**src/rtl/lw_pkg.sv**
```systemverilog
package lw_pkg;
  localparam int unsigned WORD_W = 32;

  typedef enum logic [1:0] {
    ST_IDLE  = 2'd0,
    ST_FETCH = 2'd1,
    ST_RUN   = 2'd2,
    ST_WB    = 2'd3
  } walk_st_e;

  // fetched word slots
  localparam int unsigned N_FETCH   = 5;
  localparam int unsigned W_SRC     = 0;
  localparam int unsigned W_DST     = 1;
  localparam int unsigned W_NEXT    = 2;
  localparam int unsigned W_CTLLO   = 3;
  localparam int unsigned W_CTLHI   = 4;

  localparam logic [2:0] LAST_FETCH_IDX = 3'(N_FETCH - 1);
  localparam logic [2:0] LAST_WB_IDX    = 3'd2;
  localparam logic [WORD_W-1:0] WB_BYTE_OFF = 32'd16;

  localparam int unsigned CL_SRC_CHAIN = 28;
  localparam int unsigned CL_DST_CHAIN = 27;
endpackage

```
**src/rtl/lw_desc_regs.sv**
```systemverilog
module lw_desc_regs
  import lw_pkg::*;
(
  input  logic              clk,
  input  logic              rst_n,
  input  logic              ld_en_i,
  input  logic [2:0]        ld_idx_i,
  input  logic [WORD_W-1:0] ld_data_i,
  output logic [WORD_W-1:0] src_o,
  output logic [WORD_W-1:0] dst_o,
  output logic [WORD_W-1:0] next_o,
  output logic [WORD_W-1:0] ctl_lo_o,
  output logic [WORD_W-1:0] ctl_hi_o
);
  logic [WORD_W-1:0] word_q [N_FETCH];

  for (genvar g = 0; g < N_FETCH; g++) begin : g_word
    always_ff @(posedge clk or negedge rst_n) begin
      if (!rst_n) begin
        word_q[g] <= '0;
      end else if (ld_en_i && (ld_idx_i == 3'(g))) begin
        word_q[g] <= ld_data_i;
      end
    end
  end

  assign src_o    = word_q[W_SRC];
  assign dst_o    = word_q[W_DST];
  assign next_o   = word_q[W_NEXT];
  assign ctl_lo_o = word_q[W_CTLLO];
  assign ctl_hi_o = word_q[W_CTLHI];
endmodule

```
**src/rtl/lw_ctrl.sv**
```systemverilog
module lw_ctrl
  import lw_pkg::*;
#(
  parameter int unsigned SIZE_W = 12
)(
  input  logic              clk,
  input  logic              rst_n,
  input  logic              start_i,
  input  logic [WORD_W-1:0] start_ptr_i,
  input  logic              abort_i,
  input  logic              mem_ack_i,
  input  logic              blk_done_i,
  input  logic [SIZE_W-1:0] blk_count_i,
  input  logic [WORD_W-1:0] blk_sstat_i,
  input  logic [WORD_W-1:0] blk_dstat_i,
  input  logic [WORD_W-1:0] next_i,
  input  logic              chain_en_i,
  output walk_st_e          st_o,
  output logic [2:0]        idx_o,
  output logic [WORD_W-1:0] base_o,
  output logic [1:0]        master_o,
  output logic              ld_en_o,
  output logic [SIZE_W-1:0] cnt_o,
  output logic [WORD_W-1:0] sstat_o,
  output logic [WORD_W-1:0] dstat_o
);
  walk_st_e          st_q, st_d;
  logic [2:0]        idx_q, idx_d;
  logic [WORD_W-1:0] base_q, base_d;
  logic [1:0]        mst_q, mst_d;
  logic              abp_q, abp_d;
  logic              res_en;
  logic              stop_now;
  logic              follow;

  logic [SIZE_W-1:0] cnt_q;
  logic [WORD_W-1:0] sstat_q, dstat_q;

  assign stop_now = abp_q | abort_i;
  assign follow   = chain_en_i && (next_i[WORD_W-1:2] != '0);

  always_comb begin
    st_d    = st_q;
    idx_d   = idx_q;
    base_d  = base_q;
    mst_d   = mst_q;
    abp_d   = abp_q;
    res_en  = 1'b0;
    ld_en_o = 1'b0;
    unique case (st_q)
      ST_IDLE: begin
        if (start_i) begin
          base_d = {start_ptr_i[WORD_W-1:2], 2'b00};
          mst_d  = start_ptr_i[1:0];
          idx_d  = '0;
          abp_d  = 1'b0;
          st_d   = ST_FETCH;
        end
      end
      ST_FETCH: begin
        abp_d = stop_now;
        if (mem_ack_i) begin
          ld_en_o = 1'b1;
          if (stop_now) begin
            abp_d = 1'b0;
            st_d  = ST_IDLE;
          end else if (idx_q == LAST_FETCH_IDX) begin
            idx_d = '0;
            st_d  = ST_RUN;
          end else begin
            idx_d = idx_q + 3'd1;
          end
        end
      end
      ST_RUN: begin
        if (abort_i) begin
          st_d = ST_IDLE;
        end else if (blk_done_i) begin
          res_en = 1'b1;
          idx_d  = '0;
          st_d   = ST_WB;
        end
      end
      ST_WB: begin
        abp_d = stop_now;
        if (mem_ack_i) begin
          if (stop_now) begin
            abp_d = 1'b0;
            st_d  = ST_IDLE;
          end else if (idx_q == LAST_WB_IDX) begin
            idx_d = '0;
            if (follow) begin
              base_d = {next_i[WORD_W-1:2], 2'b00};
              mst_d  = next_i[1:0];
              st_d   = ST_FETCH;
            end else begin
              st_d = ST_IDLE;
            end
          end else begin
            idx_d = idx_q + 3'd1;
          end
        end
      end
      default: st_d = ST_IDLE;
    endcase
  end

  always_ff @(posedge clk or negedge rst_n) begin
    if (!rst_n) begin
      st_q   <= ST_IDLE;
      idx_q  <= '0;
      base_q <= '0;
      mst_q  <= '0;
      abp_q  <= 1'b0;
    end else begin
      st_q   <= st_d;
      idx_q  <= idx_d;
      base_q <= base_d;
      mst_q  <= mst_d;
      abp_q  <= abp_d;
    end
  end

  always_ff @(posedge clk or negedge rst_n) begin
    if (!rst_n) begin
      cnt_q   <= '0;
      sstat_q <= '0;
      dstat_q <= '0;
    end else if (res_en) begin
      cnt_q   <= blk_count_i;
      sstat_q <= blk_sstat_i;
      dstat_q <= blk_dstat_i;
    end
  end

  assign st_o     = st_q;
  assign idx_o    = idx_q;
  assign base_o   = base_q;
  assign master_o = mst_q;
  assign cnt_o    = cnt_q;
  assign sstat_o  = sstat_q;
  assign dstat_o  = dstat_q;


  abort_mem_chk: assert property (@(posedge clk) disable iff (!rst_n)
    ((st_q == ST_FETCH || st_q == ST_WB) && mem_ack_i && stop_now) |=> (st_q == ST_IDLE));


  abort_run_chk: assert property (@(posedge clk) disable iff (!rst_n)
    (st_q == ST_RUN && abort_i) |=> (st_q == ST_IDLE));


  done_to_wb_chk: assert property (@(posedge clk) disable iff (!rst_n)
    (st_q == ST_RUN && blk_done_i && !abort_i) |=> (st_q == ST_WB && idx_q == 3'd0));


  chain_follow_chk: assert property (@(posedge clk) disable iff (!rst_n)
    (st_q == ST_WB && mem_ack_i && !stop_now && idx_q == LAST_WB_IDX && follow)
      |=> (st_q == ST_FETCH && base_q == {$past(next_i[WORD_W-1:2]), 2'b00}));


  chain_end_chk: assert property (@(posedge clk) disable iff (!rst_n)
    (st_q == ST_WB && mem_ack_i && !stop_now && idx_q == LAST_WB_IDX && next_i[WORD_W-1:2] == '0)
      |=> (st_q == ST_IDLE));
endmodule

```
**src/rtl/lw_port_mux.sv**
```systemverilog
module lw_port_mux
  import lw_pkg::*;
#(
  parameter int unsigned SIZE_W = 12
)(
  input  walk_st_e                 st_i,
  input  logic [2:0]               idx_i,
  input  logic [WORD_W-1:0]        base_i,
  input  logic [WORD_W-SIZE_W-2:0] ctl_hi_top_i,
  input  logic [SIZE_W-1:0]        cnt_i,
  input  logic [WORD_W-1:0]        sstat_i,
  input  logic [WORD_W-1:0]        dstat_i,
  output logic                     req_o,
  output logic                     we_o,
  output logic [WORD_W-1:0]        addr_o,
  output logic [WORD_W-1:0]        wdata_o
);
  logic [WORD_W-1:0] word_off;

  always_comb begin
    req_o    = (st_i == ST_FETCH) || (st_i == ST_WB);
    we_o     = (st_i == ST_WB);
    word_off = {{(WORD_W-5){1'b0}}, idx_i, 2'b00};
    if (st_i == ST_WB) begin
      word_off = word_off + WB_BYTE_OFF;
    end
    addr_o = base_i + word_off;
    unique case (idx_i)
      3'd0:    wdata_o = {ctl_hi_top_i, 1'b1, cnt_i};
      3'd1:    wdata_o = sstat_i;
      default: wdata_o = dstat_i;
    endcase
  end
endmodule

```
**src/rtl/ll_desc_walker.sv**
```systemverilog
module ll_desc_walker
  import lw_pkg::*;
#(
  parameter int unsigned SIZE_W = 12
)(
  input  logic              clk,
  input  logic              rst_n,
  input  logic              start_i,
  input  logic [31:0]       start_ptr_i,
  input  logic              abort_i,
  output logic              mem_req_o,
  output logic              mem_we_o,
  output logic [31:0]       mem_addr_o,
  output logic [31:0]       mem_wdata_o,
  output logic [1:0]        mem_master_o,
  input  logic              mem_rsp_i,
  input  logic [31:0]       mem_rdata_i,
  output logic              blk_valid_o,
  output logic [31:0]       blk_sar_o,
  output logic [31:0]       blk_dar_o,
  output logic [31:0]       blk_ctl_lo_o,
  output logic [SIZE_W-1:0] blk_size_o,
  input  logic              blk_done_i,
  input  logic [SIZE_W-1:0] blk_count_i,
  input  logic [31:0]       blk_sstat_i,
  input  logic [31:0]       blk_dstat_i,
  output logic [1:0]        st_state_o,
  output logic [31:0]       st_addr_o
);
  logic [1:0]        rst_sync_q;
  logic              rst_s_n;
  walk_st_e          st;
  logic [2:0]        idx;
  logic [WORD_W-1:0] base;
  logic              ld_en;
  logic [SIZE_W-1:0] cnt;
  logic [WORD_W-1:0] sstat, dstat;
  logic [WORD_W-1:0] w_next, w_ctl_hi;
  logic              mem_ack;
  logic              chain_en;

  always_ff @(posedge clk or negedge rst_n) begin
    if (!rst_n) begin
      rst_sync_q <= 2'b00;
    end else begin
      rst_sync_q <= {rst_sync_q[0], 1'b1};
    end
  end
  assign rst_s_n = rst_sync_q[1];

  assign mem_ack  = mem_rsp_i && mem_req_o;
  assign chain_en = blk_ctl_lo_o[CL_SRC_CHAIN] | blk_ctl_lo_o[CL_DST_CHAIN];

  lw_ctrl #(.SIZE_W(SIZE_W)) u_ctrl (
    .clk         (clk),
    .rst_n       (rst_s_n),
    .start_i     (start_i),
    .start_ptr_i (start_ptr_i),
    .abort_i     (abort_i),
    .mem_ack_i   (mem_ack),
    .blk_done_i  (blk_done_i),
    .blk_count_i (blk_count_i),
    .blk_sstat_i (blk_sstat_i),
    .blk_dstat_i (blk_dstat_i),
    .next_i      (w_next),
    .chain_en_i  (chain_en),
    .st_o        (st),
    .idx_o       (idx),
    .base_o      (base),
    .master_o    (mem_master_o),
    .ld_en_o     (ld_en),
    .cnt_o       (cnt),
    .sstat_o     (sstat),
    .dstat_o     (dstat)
  );

  lw_desc_regs u_regs (
    .clk       (clk),
    .rst_n     (rst_s_n),
    .ld_en_i   (ld_en),
    .ld_idx_i  (idx),
    .ld_data_i (mem_rdata_i),
    .src_o     (blk_sar_o),
    .dst_o     (blk_dar_o),
    .next_o    (w_next),
    .ctl_lo_o  (blk_ctl_lo_o),
    .ctl_hi_o  (w_ctl_hi)
  );

  lw_port_mux #(.SIZE_W(SIZE_W)) u_mux (
    .st_i         (st),
    .idx_i        (idx),
    .base_i       (base),
    .ctl_hi_top_i (w_ctl_hi[WORD_W-1:SIZE_W+1]),
    .cnt_i        (cnt),
    .sstat_i      (sstat),
    .dstat_i      (dstat),
    .req_o        (mem_req_o),
    .we_o         (mem_we_o),
    .addr_o       (mem_addr_o),
    .wdata_o      (mem_wdata_o)
  );

  logic unused_hi;
  assign unused_hi = ^w_ctl_hi[SIZE_W:SIZE_W];

  assign blk_valid_o = (st == ST_RUN);
  assign blk_size_o  = w_ctl_hi[SIZE_W-1:0];
  assign st_state_o  = st;
  assign st_addr_o   = base;


  req_hold_chk: assert property (@(posedge clk) disable iff (!rst_s_n)
    (mem_req_o && !mem_rsp_i) |=> (mem_req_o && $stable(mem_addr_o) && $stable(mem_we_o)));


  run_no_req_chk: assert property (@(posedge clk) disable iff (!rst_s_n)
    blk_valid_o |-> !mem_req_o);


  busy_start_chk: assert property (@(posedge clk) disable iff (!rst_s_n)
    (st != ST_IDLE && !(st == ST_WB && mem_ack)) |=> $stable(st_addr_o));
endmodule

```
**config.mk**
```make
export PLATFORM = sky130hd
export DESIGN_NAME = ll_desc_walker
export DESIGN_NICKNAME = d
export VERILOG_FILES = /design/src/rtl/lw_pkg.sv /design/src/rtl/lw_desc_regs.sv /design/src/rtl/lw_ctrl.sv /design/src/rtl/lw_port_mux.sv /design/src/rtl/ll_desc_walker.sv
export SDC_FILE = /design/constraint.sdc
export NUM_CORES = 1
export LEC_CHECK = 0
export ABC_AREA = 1
export BUFFER_PORTS_ARGS = -buffer_cell sky130_fd_sc_hd__buf_2
export CORE_AREA = 2 2 192 147
export CTS_CLUSTER_DIAMETER = 40
export CTS_CLUSTER_SIZE = 24
export DETAILED_ROUTE_END_ITERATION = 7
export DIE_AREA = 0 0 194 149
export PLACE_DENSITY_LB_ADDON = 0.3
export SLEW_MARGIN = 0
export SYNTH_ARGS = -nofsm -noshare
export SYNTH_HDL_FRONTEND = slang
export SYNTH_HIERARCHICAL = 1
export SYNTH_SLANG_ARGS = --single-unit
```
**constraint.sdc**
```tcl
create_clock -name clk -period 15.3 [get_ports clk]
set_input_delay 3.06 -clock clk [delete_from_list [all_inputs] [get_ports clk]]
set_output_delay 3.06 -clock clk [all_outputs]
set_load 0.02 [all_outputs]
```
Word level (Yosys, flattened, before mapping)

Cells that the tools add are included.

Register bits: 278
Bits of input ports: 146
Output and inout port bits: 211
Logic and storage cells: 99

$add $sub $neg: 3
Equality and inequality tests: 19
Mux-type cells: 43
Bitwise logic cells: 2
Reductions and logical operators: 18

Operator list:

| operator                                              | number |
|---|---|
| two-way mux 32 bit                                    | 6 |
| one-hot mux 32 bit (2 select lines)                   | 2 |
| adder 32 bit                                          | 1 |
| nonzero test 30 bit                                   | 1 |
| two-way mux 2 bit                                     | 14 |
| two-way mux 3 bit                                     | 9 |
| one-hot mux 3 bit (4 select lines)                    | 1 |
| AND reduction 6 bit                                   | 2 |
| inequality test 2 bit, second input constant          | 5 |
| two-way mux 1 bit                                     | 8 |
| inequality test 2 x 1 -> 1 bit, second input constant | 4 |
| one-hot mux 2 bit (4 select lines)                    | 1 |
| logical AND 1 bit                                     | 7 |
| AND reduction 7 bit                                   | 1 |
| adder 5 x 5 -> 6 bit, second input constant           | 1 |
| equality test 3 x 2 -> 1 bit, second input constant   | 2 |
| inequality test 3 x 1 -> 1 bit, second input constant | 2 |
| equality test 2 bit, second input constant            | 2 |
| one-hot mux 2 bit (2 select lines)                    | 1 |
| nonzero test 2 bit                                    | 2 |
| adder 3 x 1 -> 3 bit, second input constant           | 1 |
| equality test 3 x 1 -> 1 bit, second input constant   | 1 |
| equality test 3 bit, second input constant            | 1 |
| logical NOT 3 bit                                     | 1 |
| other kinds (8)                                       | 9 |

Logic depth before layout (Yosys ltp)

Gate-level depths: netlist of the first run.

Depth in word-level cells: 7
Depth in mapped cells: 13

By module

Netlist of the first run, hierarchy kept.

Modules (own cells, without submodules):

| module         | instances | cells each | area each (µm²) |
|---|---|---|---|
| lw_desc_regs   | 1         | 703        | 6262.3 |
| lw_ctrl        | 1         | 498        | 5258.8 |
| lw_port_mux    | 1         | 354        | 1671.6 |
| ll_desc_walker | 1         | 10         | 82.6 |

Least setup slack after synthesis of the first run

No wires, ideal clock.

Path type: register -> output
Start point: register u_ctrl.st_q[0] (netlist: u_ctrl/st_o[0])
End point: output port mem_addr_o[18]
Arrival: 2.260 ns
Required time: 12.240 ns
Path slack: 9.980 ns
Stages on the path, launching flop included: 10
Path buffers: 0
Cells stage by stage: dfrtp_1 nand2_1 inv_1 ha_1 ha_1 nand3_1 nand2_2 nand2_4 nor2_1 xor2_1

Word-level cells in the longest chain between the ends: 3

RTL lines:

| what                   | RTL line             | text |
|---|---|---|
| from (decl)            | lw_ctrl.sv:27        | `walk_st_e st_q, st_d;` |
| from (signal assigned) | lw_ctrl.sv:116       | `st_q <= st_d;` |
| equality test 2 bit    | --                   |  |
| via mem_we_o           | ll_desc_walker.sv:12 | `output logic mem_we_o,` |
| two-way mux 32 bit     | lw_port_mux.sv:24    | `if (st_i == ST_WB) begin` |
| adder 32 bit           | lw_port_mux.sv:27    | `addr_o = base_i + word_off;` |
| to (decl)              | ll_desc_walker.sv:13 | `output logic [31:0] mem_addr_o,` |

The timed path passes the listed nets, and every way through them passes these cells.

Worst setup path after layout of the first run

Start point: register u_ctrl.idx_q[0] (netlist: u_ctrl/idx_o[0])
End point: output port mem_addr_o[24]

Word-level cells in the longest chain between the ends: 3

RTL lines:

| what                   | RTL line          | text |
|---|---|---|
| from (decl)            | lw_ctrl.sv:28     | `logic [2:0] idx_q, idx_d;` |
| from (signal assigned) | lw_ctrl.sv:117    | `idx_q <= idx_d;` |
| adder 5 x 5 -> 6 bit   | lw_port_mux.sv:25 | `word_off = word_off + WB_BYTE_OFF;` |
| two-way mux 32 bit (*) | lw_port_mux.sv:24 |  |
| adder 32 bit (*)       | lw_port_mux.sv:27 |  |

Every way passes the cells marked *; elsewhere a longest branch is shown, timed or not.

==> results of run 1 <==
## layer usage
| metal | track usage [%] | part of all wire [%] |
|---|---|---|
| met5 | 0 | 0 |
| met2 | 41.6 | 45 |
| met3 | 5.79 | 7.9 |
| met1 | 40.5 | 45 |
| met4 | 8.33 | 2.4 |
## cells in the final DEF, fill, tap and decap left out, types with 5 or more instances in the layout
| master | instances |
|---|---|
| sky130_fd_sc_hd__inv_2 | 10 |
| sky130_fd_sc_hd__buf_2 | 352 |
| sky130_fd_sc_hd__mux2_2 | 36 |
| sky130_fd_sc_hd__dfrtp_1 | 274 |
| sky130_fd_sc_hd__xor2_1 | 10 |
| sky130_fd_sc_hd__nor2_2 | 7 |
| sky130_fd_sc_hd__bufinv_16 | 5 |
| sky130_fd_sc_hd__nand3b_1 | 10 |
| sky130_fd_sc_hd__o21ai_0 | 28 |
| sky130_fd_sc_hd__ha_1 | 9 |
| sky130_fd_sc_hd__nand2_2 | 9 |
| sky130_fd_sc_hd__a21oi_1 | 7 |
| sky130_fd_sc_hd__nand2_1 | 688 |
| sky130_fd_sc_hd__nor2_1 | 53 |
| sky130_fd_sc_hd__clkinv_2 | 5 |
| sky130_fd_sc_hd__clkbuf_8 | 6 |
| sky130_fd_sc_hd__clkbuf_16 | 41 |
| sky130_fd_sc_hd__nand3_1 | 208 |
| sky130_fd_sc_hd__buf_4 | 13 |
| sky130_fd_sc_hd__inv_1 | 62 |
| sky130_fd_sc_hd__nor2_4 | 6 |
| sky130_fd_sc_hd__mux2_4 | 40 |
## area by class of cell
cell class / count / area [um^2] / share of cell area, %
inverters: 73 / 274 / 1.66
multi-input cells: 1133 / 5650 / 34.1
repair buffers: 366 / 1890 / 11.4
clock inverters: 22 / 283 / 1.71
flip-flops and latches: 275 / 6890 / 41.6
well taps: 357 / 447 / 2.70
clock buffers: 49 / 1120 / 6.75
## through the flow
| stage | util [%] | area, um^2 |
|---|---|---|
| after floorplan | - | 13200 |
| after global placement | 55.3 | 15100 |
| after detailed placement | 55.3 | 15100 |
| after CTS | 60.4 | 16500 |
| after global routing | 60.5 | 16500 |
| final | 60.5 | 16500 |
## critical path, cell delays in order, from the launching register on
cell,delay [ns]
sky130_fd_sc_hd__dfrtp_1,0.71
sky130_fd_sc_hd__ha_1,0.29
sky130_fd_sc_hd__inv_1,0.07
sky130_fd_sc_hd__fa_1,0.41
sky130_fd_sc_hd__inv_1,0.08
sky130_fd_sc_hd__nand3_1,0.10
sky130_fd_sc_hd__a21oi_1,0.34
sky130_fd_sc_hd__nand2_1,0.11
sky130_fd_sc_hd__xor2_1,0.15
sky130_fd_sc_hd__buf_2,0.18
## flip-flops by register name (all words and copies together), names as in the netlist
signal,flops
rst_sync_q,2
u_ctrl/abp_q,1
u_ctrl/base_o,30
u_ctrl/cnt_o,12
u_ctrl/dstat_o,32
u_ctrl/idx_o,3
u_ctrl/master_o,2
u_ctrl/sstat_o,32
u_ctrl/st_o,2
u_regs/ctl_hi_o,31
u_regs/ctl_lo_o,32
u_regs/dst_o,32
u_regs/next_o,32
u_regs/src_o,32
## worst min-delay path by stage
stage,start,to,slack (ns),cells after the start
2_1_floorplan,rst_sync_q[0],rst_sync_q[1],0.33,0
3_3_place_gp,rst_sync_q[0],rst_sync_q[1],0.34,0
3_5_place_dp,rst_sync_q[0],rst_sync_q[1],0.34,0
4_1_cts,rst_sync_q[0],rst_sync_q[1],0.35,0
5_1_grt,rst_sync_q[0],rst_sync_q[1],0.37,0
6_report,rst_sync_q[0],rst_sync_q[1],0.35,0
## power by group
group	switching [W]	internal, W	leakage, nW
Sequential	0.000234	0.00103	3.54
Combinational	0.00108	0.000553	5.14
Clock	0.000346	0.000609	0.682
==> flow_metrics.py, run 1 <==
metrics = {
    "critical_path": {
        "worst_path_required_ns": 12.24,
        "crit-reg2reg-capture": "u_regs/next_o[12]",
        "timing.critical_path.fanout_max": 9,
        "critPathArrivalTime_ns": 2.96,
        "timing.critical_path.from_type": "flip-flop",
        "path_class": "reg -> out",
        "rrSetupSlack_ns": 11.79,
        "crit-reg2reg-launch": "u_ctrl/st_o[0]",
        "cp_endpoint_kind": "output port",
        "worst_setup_path_startpoint": "u_ctrl/idx_o[0]",
        "critPathCapture": "mem_addr_o[24]",
        "worst_r2r_path_depth": 11,
    },
    "power_and_ir_drop": {
        "power-per-cell-area_nw_per_um2": 233,
        "leakagePower_nw": 9.36,
        "ir_drop_mv": 0.141,
        "sum_of_internal_switching_and_leakage_power_w": 0.00385,
    },
    "finish": {
        "antenna-diode-count": 0,
        "area_growth_pct": 24.9,
        "post_route_cells_drive_above_1_share_pct": 28.7,
        "final_net_count": 2044,
        "stdcell_count": 2275,
        "n_fill_cell": 2450,
    },
    "grt": {
        "grt_util_all_layers_pct": 27.7,
        "grt_antenna_before_repair": 0,
        "via_count_of_the_first_global_routing_pass": 11520,
        "overflow_after_grt": 0,
        "grt_start_max_net_pins": 76,
        "grt_first_pass_wirelength_mm": 63.7,
    },
    "routing": {
        "total_vias_in_the_final_route": 11944,
        "vias_per_cell": 5.25,
        "drt-total-wl_mm": 40.2,
        "remaining_antenna_violation_count_after_routing": 0,
        "route.detailed.drc": 0,
        "drt_first_iter_violations": 890,
        "detail_route.wl_per_cell_um": 17.7,
        "drt_pre_antenna_iters": 6,
    },
    "yosys": {
        "netlist_area_um2": 13200,
        "syn_inst": 1561,
        "yosys_warnings": 6,
        "syn-mean-instance-area_um2": 8.48,
    },
    "floorplanning": {
        "floorplan.initialDensity_pct": 48.5,
        "chipHeight_um": 149,
        "floorplan.die_area_um2": 28900,
        "core_region_area_um2": 27300,
        "pin_count": 357,
        "die_w_um": 194,
        "floorplan.rows": 53,
    },
    "clocking": {
        "clkSinkCount": 275,
        "cts_buffers": 39,
        "clock_insertion_delay_worst_skew_ns": 0.51,
        "cts-htree-levels": 2,
        "post-cts-setup-buffers": 0,
        "postCtsResizedCells": 0,
        "cts.root.buffer_cell": "sky130_fd_sc_hd__clkbuf_16",
        "postCtsHoldBufs": 0,
        "clock_path_buffers": 3,
        "tritoncts_clock_tree": "done",
        "clk_pin_slew_ns": 0.06,
    },
    "timing": {
        "layout_min_cycle_time_ns": 6.02,
        "grt_setup_unrepaired": "no",
        "number_of_pins_with_negative_max_slew_slack_in_the_final_report": 0,
        "highest_clock_frequency_the_design_can_meet_mhz": 166,
        "post-route-worst-setup-slack_ns": 9.28,
        "finalHoldWorstSlack_ns": 0.349,
        "finalSetupTns_ns": 0,
        "period_share_pct": 39.3,
        "finalClockSkew_ns": 0.0133,
        "worst_slew_pin_slew_ns": 1.24,
        "timing.slew.headroom_pct": 16.9,
        "finalHoldViolCount": 0,
        "finalSetupViolCount": 0,
    },
    "placed_design": {
        "post_detailed_placement_half_perimeter_wirelength_mm": 27.9,
        "gp_congestion": 0.911,
        "portBuffers": 352,
        "place.detailed.instances": 2203,
        "dp_worst_setup_slack_ns": 9.32,
    },
    "hold_path": {
        "hp-class": "reg -> reg",
    },
    "status": {
        "status": "completed",
    },
    "job": {
        "cap_violations": 0,
    },
}
(Power assumes the default switching activity.)
==> run 2, diff against run 1 <==
--- a/config.mk
+++ b/config.mk
@@ -7,11 +7,11 @@
 export LEC_CHECK = 0
 export ABC_AREA = 1
 export BUFFER_PORTS_ARGS = -buffer_cell sky130_fd_sc_hd__buf_2
-export CORE_AREA = 2 2 192 147
+export CORE_AREA = 2 2 196 150
 export CTS_CLUSTER_DIAMETER = 40
 export CTS_CLUSTER_SIZE = 24
 export DETAILED_ROUTE_END_ITERATION = 7
-export DIE_AREA = 0 0 194 149
+export DIE_AREA = 0 0 198 152
 export PLACE_DENSITY_LB_ADDON = 0.3
 export SLEW_MARGIN = 0
 export SYNTH_ARGS = -nofsm -noshare
==> constraint.sdc (replaced) <==
create_clock -name clk -period 5.5 [get_ports clk]
set_input_delay 1.1 -clock clk [delete_from_list [all_inputs] [get_ports clk]]
set_output_delay 1.1 -clock clk [all_outputs]
set_load 0.02 [all_outputs]
==> flow_metrics.py, run 2 (same netlist as run 1, synthesis figures left out) <==
metrics = {
    "status": {
        "status": "completed",
    },
    "grt": {
        "grt_start_max_net_pins": 154,
        "overflow_after_grt": 0,
        "via_count_of_the_first_global_routing_pass": 11495,
        "grt_util_all_layers_pct": 27.2,
        "grt_first_pass_wirelength_mm": 64.5,
        "grt_antenna_before_repair": 1,
    },
    "critical_path": {
        "crit_cells": 7,
        "timing.critical_path.from_type": "flip-flop",
        "worst_path_required_ns": 4.40,
        "timing.critical_path.fanout_max": 32,
        "critical_path_cell_sequence": "nor2_1 > inv_1 > nor2_2 > buf_4 > nand2_1 > nand3_1 > buf_2",
        "crit_path_max_incr_delay_ns": 0.56,
        "path_class": "reg -> out",
        "critical-path-slowest-cell": "sky130_fd_sc_hd__inv_1",
        "path_buf_inv": 3,
        "critPathArrivalTime_ns": 2.95,
        "cpLargestDelayFamily": "buffers and inverters",
        "worst_r2r_path_depth": 10,
        "cp_endpoint_kind": "output port",
    },
    "clocking": {
        "postCtsHoldBufs": 0,
        "clock_insertion_delay_worst_skew_ns": 0.52,
        "cts-htree-levels": 2,
        "cts.root.buffer_cell": "sky130_fd_sc_hd__clkbuf_16",
        "clk_pin_slew_ns": 0.06,
        "postCtsResizedCells": 0,
        "tritoncts_clock_tree": "done",
        "post-cts-setup-buffers": 0,
        "clkSinkCount": 275,
        "clock_path_buffers": 3,
        "cts_buffers": 37,
    },
    "finish": {
        "final_net_count": 2042,
        "layout.core_utilization_pct": 57.7,
        "n_fill_cell": 2618,
        "stdcell_count": 2306,
        "post_route_cells_drive_above_1_share_pct": 28.5,
        "mostFrequentLayoutCell": "sky130_fd_sc_hd__nand2_1",
        "layout.cells.most_common_list": "sky130_fd_sc_hd__nand2_1 (688), sky130_fd_sc_hd__buf_2 (352), sky130_fd_sc_hd__dfrtp_1 (274), sky130_fd_sc_hd__nand3_1 (208), sky130_fd_sc_hd__inv_1 (62)",
        "area_growth_pct": 24.1,
    },
    "placed_design": {
        "post_detailed_placement_half_perimeter_wirelength_mm": 28.4,
        "gp_congestion": 0.929,
        "place.detailed.instances": 2239,
        "portBuffers": 352,
    },
    "floorplanning": {
        "die_w_um": 198,
        "chipHeight_um": 152,
        "core_region_area_um2": 28400,
        "floorplan.die_area_um2": 30100,
        "pin_count": 357,
        "floorplan.rows": 54,
        "floorplan.initialDensity_pct": 46.5,
    },
    "routing": {
        "remaining_antenna_violation_count_after_routing": 0,
        "drt-total-wl_mm": 40.7,
        "detail_route.wl_per_cell_um": 17.6,
        "route.detailed.drc": 0,
        "drt_first_iter_violations": 835,
        "drt_pre_antenna_iters": 6,
        "total_vias_in_the_final_route": 11818,
        "vias_per_cell": 5.12,
    },
    "timing": {
        "number_of_pins_with_negative_max_slew_slack_in_the_final_report": 0,
        "finalHoldViolCount": 0,
        "finalSetupViolCount": 0,
        "finalSetupTns_ns": 0,
        "period_share_pct": 73.7,
        "timing.slew.headroom_pct": 21.6,
        "highest_clock_frequency_the_design_can_meet_mhz": 247,
        "grt_setup_unrepaired": "no",
        "worst_slew_pin_slew_ns": 1.17,
        "finalClockSkew_ns": 0.0138,
        "layout_min_cycle_time_ns": 4.05,
    },
    "hold_path": {
        "hp-class": "reg -> reg",
        "holdPathStages": 0,
    },
    "power_and_ir_drop": {
        "power-per-cell-area_nw_per_um2": 638,
        "ir_drop_mv": 0.325,
        "leakagePower_nw": 9.28,
    },
    "job": {
        "cap_violations": 0,
    },
}
run 2: cell types whose count changed in the layout (fill, tap and decap cells not counted), sizes merged:
cell,before,now
bufinv,5,2
clkinv,8,9
clkinvlp,4,5
diode,0,1
clkbuf,49,45
run 2: worst reg2reg max path: cells and delay by family, from the launching register on:
kind | cells | cell delay (ns)
buffers and inverters | 4 | 0.78
DFF | 1 | 0.62
and+or+nand+nor | 6 | 1.69
run 2: through the flow:
stage                     total power, W  cell area (um^2)  hold WS (ns)  setup WS, ns
after floorplan                  0.00652             13200         0.331         0.993
after global placement           0.00796             15200         0.339          1.92
after detailed placement         0.00807             15200         0.340          1.86
after CTS                         0.0105             16400         0.356          1.38
after global routing              0.0111             16400         0.353          1.22
final                             0.0105             16400         0.352          1.45
run 2: per-layer routing:
| layer | wire, um | vias to the layer above | track usage [%] | share of wire, % |
|---|---|---|---|---|
| li1 | - | 5623 | - | - |
| met1 | 18900 | 5667 | 40.0 | 46 |
| met2 | 17600 | 445 | 39.8 | 43 |
| met3 | 2810 | 83 | 5.37 | 6.9 |
| met4 | 1380 | 0 | 9.67 | 3.4 |
| met5 | 0 | - | 0 | 0 |
run 2: worst paths after layout:
kind	start	to	slack (ns)
setup / recovery	u_ctrl/idx_o[1]	mem_wdata_o[24]	1.45
hold / removal	rst_sync_q[0]	rst_sync_q[1]	0.35
setup reg to reg	u_ctrl/st_o[0]	u_regs/next_o[16]	2.31
hold reg to reg	rst_sync_q[0]	rst_sync_q[1]	0.35
max in group asynchronous	rst_sync_q[1]	u_regs/dst_o[0]	3.74
min in group asynchronous	rst_n	rst_sync_q[1]	0.37
run 2: area by class of cell:
cell class	count	area, um^2	area share (%)
Clock inverter	21	206	1.26
Timing Repair Buffer	366	1880	11.4
Inverter	73	274	1.67
Tap cell	392	490	2.99
Sequential cell	275	6890	41.9
Antenna cell	1	2.50	0.0152
Multi-Input combinational cell	1133	5650	34.4
Clock buffer	45	1040	6.32
run 2: power by group:
group / switching (W) / total [W] / internal, W
sequential: 0.000644 / 0.00351 / 0.00287
combinational: 0.00303 / 0.00456 / 0.00153
clock: 0.000944 / 0.00240 / 0.00146
==> run 3, diff against run 2 <==
--- a/config.mk
+++ b/config.mk
@@ -5,13 +5,13 @@
 export SDC_FILE = /design/constraint.sdc
 export NUM_CORES = 1
 export LEC_CHECK = 0
-export ABC_AREA = 1
+export ABC_AREA = 0
 export BUFFER_PORTS_ARGS = -buffer_cell sky130_fd_sc_hd__buf_2
-export CORE_AREA = 2 2 196 150
+export CORE_AREA = 2 2 185 142
 export CTS_CLUSTER_DIAMETER = 40
 export CTS_CLUSTER_SIZE = 24
 export DETAILED_ROUTE_END_ITERATION = 7
-export DIE_AREA = 0 0 198 152
+export DIE_AREA = 0 0 187 144
 export PLACE_DENSITY_LB_ADDON = 0.3
 export SLEW_MARGIN = 0
 export SYNTH_ARGS = -nofsm -noshare
==> constraint.sdc (replaced) <==
create_clock -name clk -period 4.05 [get_ports clk]
set_input_delay 0.81 -clock clk [delete_from_list [all_inputs] [get_ports clk]]
set_output_delay 0.81 -clock clk [all_outputs]
set_load 0.02 [all_outputs]
==> flow_metrics.py, run 3 <==
metrics = {
    "placed_design": {
        "dp_worst_setup_slack_ns": 0.652,
        "dpl-instance-area_um2": 14400,
        "portBuffers": 352,
        "gp_congestion": 0.810,
        "post_detailed_placement_half_perimeter_wirelength_mm": 23.0,
    },
    "timing": {
        "timing.slew.headroom_pct": 26.5,
        "finalClockSkew_ns": 0.0171,
        "finalSetupTns_ns": 0,
        "worst_slew_pin_slew_ns": 1.10,
        "layout_min_cycle_time_ns": 3.89,
        "finalSetupViolCount": 0,
        "period_share_pct": 96.1,
        "number_of_pins_with_negative_max_slew_slack_in_the_final_report": 0,
        "highest_clock_frequency_the_design_can_meet_mhz": 257,
        "grt_setup_unrepaired": "no",
        "finalHoldViolCount": 0,
        "post-route-worst-setup-slack_ns": 0.156,
    },
    "clocking": {
        "postCtsHoldBufs": 0,
        "cts_buffers": 36,
        "clock_path_buffers": 3,
        "cts.root.buffer_cell": "sky130_fd_sc_hd__clkbuf_16",
        "cts-htree-levels": 2,
        "tritoncts_clock_tree": "done",
        "clock_insertion_delay_worst_skew_ns": 0.51,
        "clk_pin_slew_ns": 0.06,
        "clkSinkCount": 275,
        "post-cts-setup-buffers": 0,
    },
    "grt": {
        "grt_util_all_layers_pct": 24.2,
        "grt_antenna_before_repair": 1,
        "via_count_of_the_first_global_routing_pass": 8844,
        "overflow_after_grt": 0,
        "grt_start_max_net_pins": 83,
        "grt_first_pass_wirelength_mm": 51.2,
    },
    "routing": {
        "detail_route.wl_per_cell_um": 20.0,
        "remaining_antenna_violation_count_after_routing": 0,
        "total_vias_in_the_final_route": 8741,
        "drt_pre_antenna_iters": 5,
        "vias_per_cell": 5.31,
        "drt_first_iter_violations": 569,
        "route.detailed.drc": 0,
        "drt-total-wl_mm": 32.9,
    },
    "floorplanning": {
        "core_region_area_um2": 25300,
        "floorplan.rows": 51,
        "floorplan.initialDensity_pct": 48.7,
        "floorplan.die_area_um2": 26900,
        "chipHeight_um": 144,
        "die_w_um": 187,
        "pin_count": 357,
    },
    "finish": {
        "finalInstanceArea_um2": 15600,
        "mostFrequentLayoutCell": "sky130_fd_sc_hd__buf_2",
        "final_net_count": 1430,
        "layout.cells.most_common_list": "sky130_fd_sc_hd__buf_2 (352), sky130_fd_sc_hd__dfrtp_1 (273), sky130_fd_sc_hd__mux2_2 (214), sky130_fd_sc_hd__o21ai_0 (64), sky130_fd_sc_hd__mux2i_1 (63)",
        "post_route_cells_drive_above_1_share_pct": 51.4,
        "area_growth_pct": 26.6,
        "n_fill_cell": 2083,
    },
    "yosys": {
        "yosys_warnings": 6,
        "syn_inst": 924,
        "netlist_area_um2": 12300,
        "syn-mean-instance-area_um2": 13.4,
    },
    "hold_path": {
        "hp-class": "in -> async",
    },
    "critical_path": {
        "timing.critical_path.fanout_max": 13,
        "worst_path_required_ns": 3.24,
        "critical_path_cell_sequence": "ha_1 > ha_1 > a21oi_1 > o21a_2 > nor4b_1 > xor2_1 > buf_2",
        "path_class": "reg -> out",
        "cp_endpoint_kind": "output port",
        "critical-path-slowest-cell": "sky130_fd_sc_hd__dfrtp_1",
        "critPathArrivalTime_ns": 3.08,
        "timing.critical_path.from_type": "flip-flop",
        "crit_path_frequent_cell": "sky130_fd_sc_hd__ha_1",
        "crit_path_max_incr_delay_ns": 0.67,
    },
    "power_and_ir_drop": {
        "leakagePower_nw": 7.86,
        "power-per-cell-area_nw_per_um2": 858,
        "ir_drop_mv": 0.495,
    },
    "status": {
        "status": "completed",
    },
    "job": {
        "cap_violations": 0,
    },
}
-- run 3: power breakdown --
| group | switching, W | internal, W | total, W |
|---|---|---|---|
| registers | 0.000890 | 0.00398 | 0.00487 |
| logic | 0.00310 | 0.00223 | 0.00534 |
| clock network | 0.00129 | 0.00190 | 0.00319 |
-- run 3: metal layers --
layer | up-vias | GRT usage [%] | routed length (um)
li1 | 4009 | - | -
met1 | 4403 | 34.1 | 15000
met2 | 294 | 38.6 | 15400
met3 | 35 | 5.63 | 2070
met4 | 0 | 5.22 | 420
met5 | - | 0 | 0
-- run 3: through the flow --
step / power (W) / hold slack (ns) / util, % / cells
global placement: 0.0101 / 0.337 / 56.9 / 1580
detailed placement: 0.0102 / 0.345 / 56.9 / 1580
floorplan: 0.00833 / 0.331 / - / 925
CTS: 0.0135 / 0.0522 / 61.7 / 1644
global route: 0.0141 / 0.0471 / 61.7 / 1645
finish: 0.0134 / 0.0707 / 61.7 / 1645
-- run 3: final timing paths --
| path | startpoint | endpoint | slack, ns | depth (start not counted) |
|---|---|---|---|---|
| worst max-delay path | u_ctrl/idx_o[2] | mem_addr_o[13] | 0.16 | 7 |
| worst max register to register | u_ctrl/st_o[0] | u_regs/next_o[20] | 1.26 | 6 |
| worst min register to register | rst_sync_q[0] | rst_sync_q[1] | 0.36 | 0 |
| worst min-delay path | rst_n | rst_sync_q[1] | 0.07 | 1 |
| max in group asynchronous | rst_sync_q[1] | u_ctrl/base_o[26] | 2.38 | 1 |
| min in group clk | rst_sync_q[0] | rst_sync_q[1] | 0.36 | 0 |
-- run 3: area by class of cell --
class                      count  area [um^2]  share of cell area, %
sequential                   275         6890                   44.1
antenna                        1         2.50                 0.0160
multi-input combinational    578         5080                   32.5
tap                          344          430                   2.76
clock buffer                  41          930                   5.95
inverter                      10         37.5                  0.240
clock inverter                23          283                   1.81
timing repair buffer         373         1970                   12.6
-- run 3: worst max-delay path, delay by kind of cell, from the launching register on --
kind	cells	cell delay (ns)
fa+ha+maj	2	0.69
flops	1	0.67
simple gates	1	0.46
compound gates	2	0.42
xor+xnor	1	0.17
buf+inv	1	0.17
-- run 3: what timing repair did --
item	in CTS	in global routing
endpoints found under the setup margin	0	13
endpoints found under the hold margin	0	0
gates resized for setup	0	1
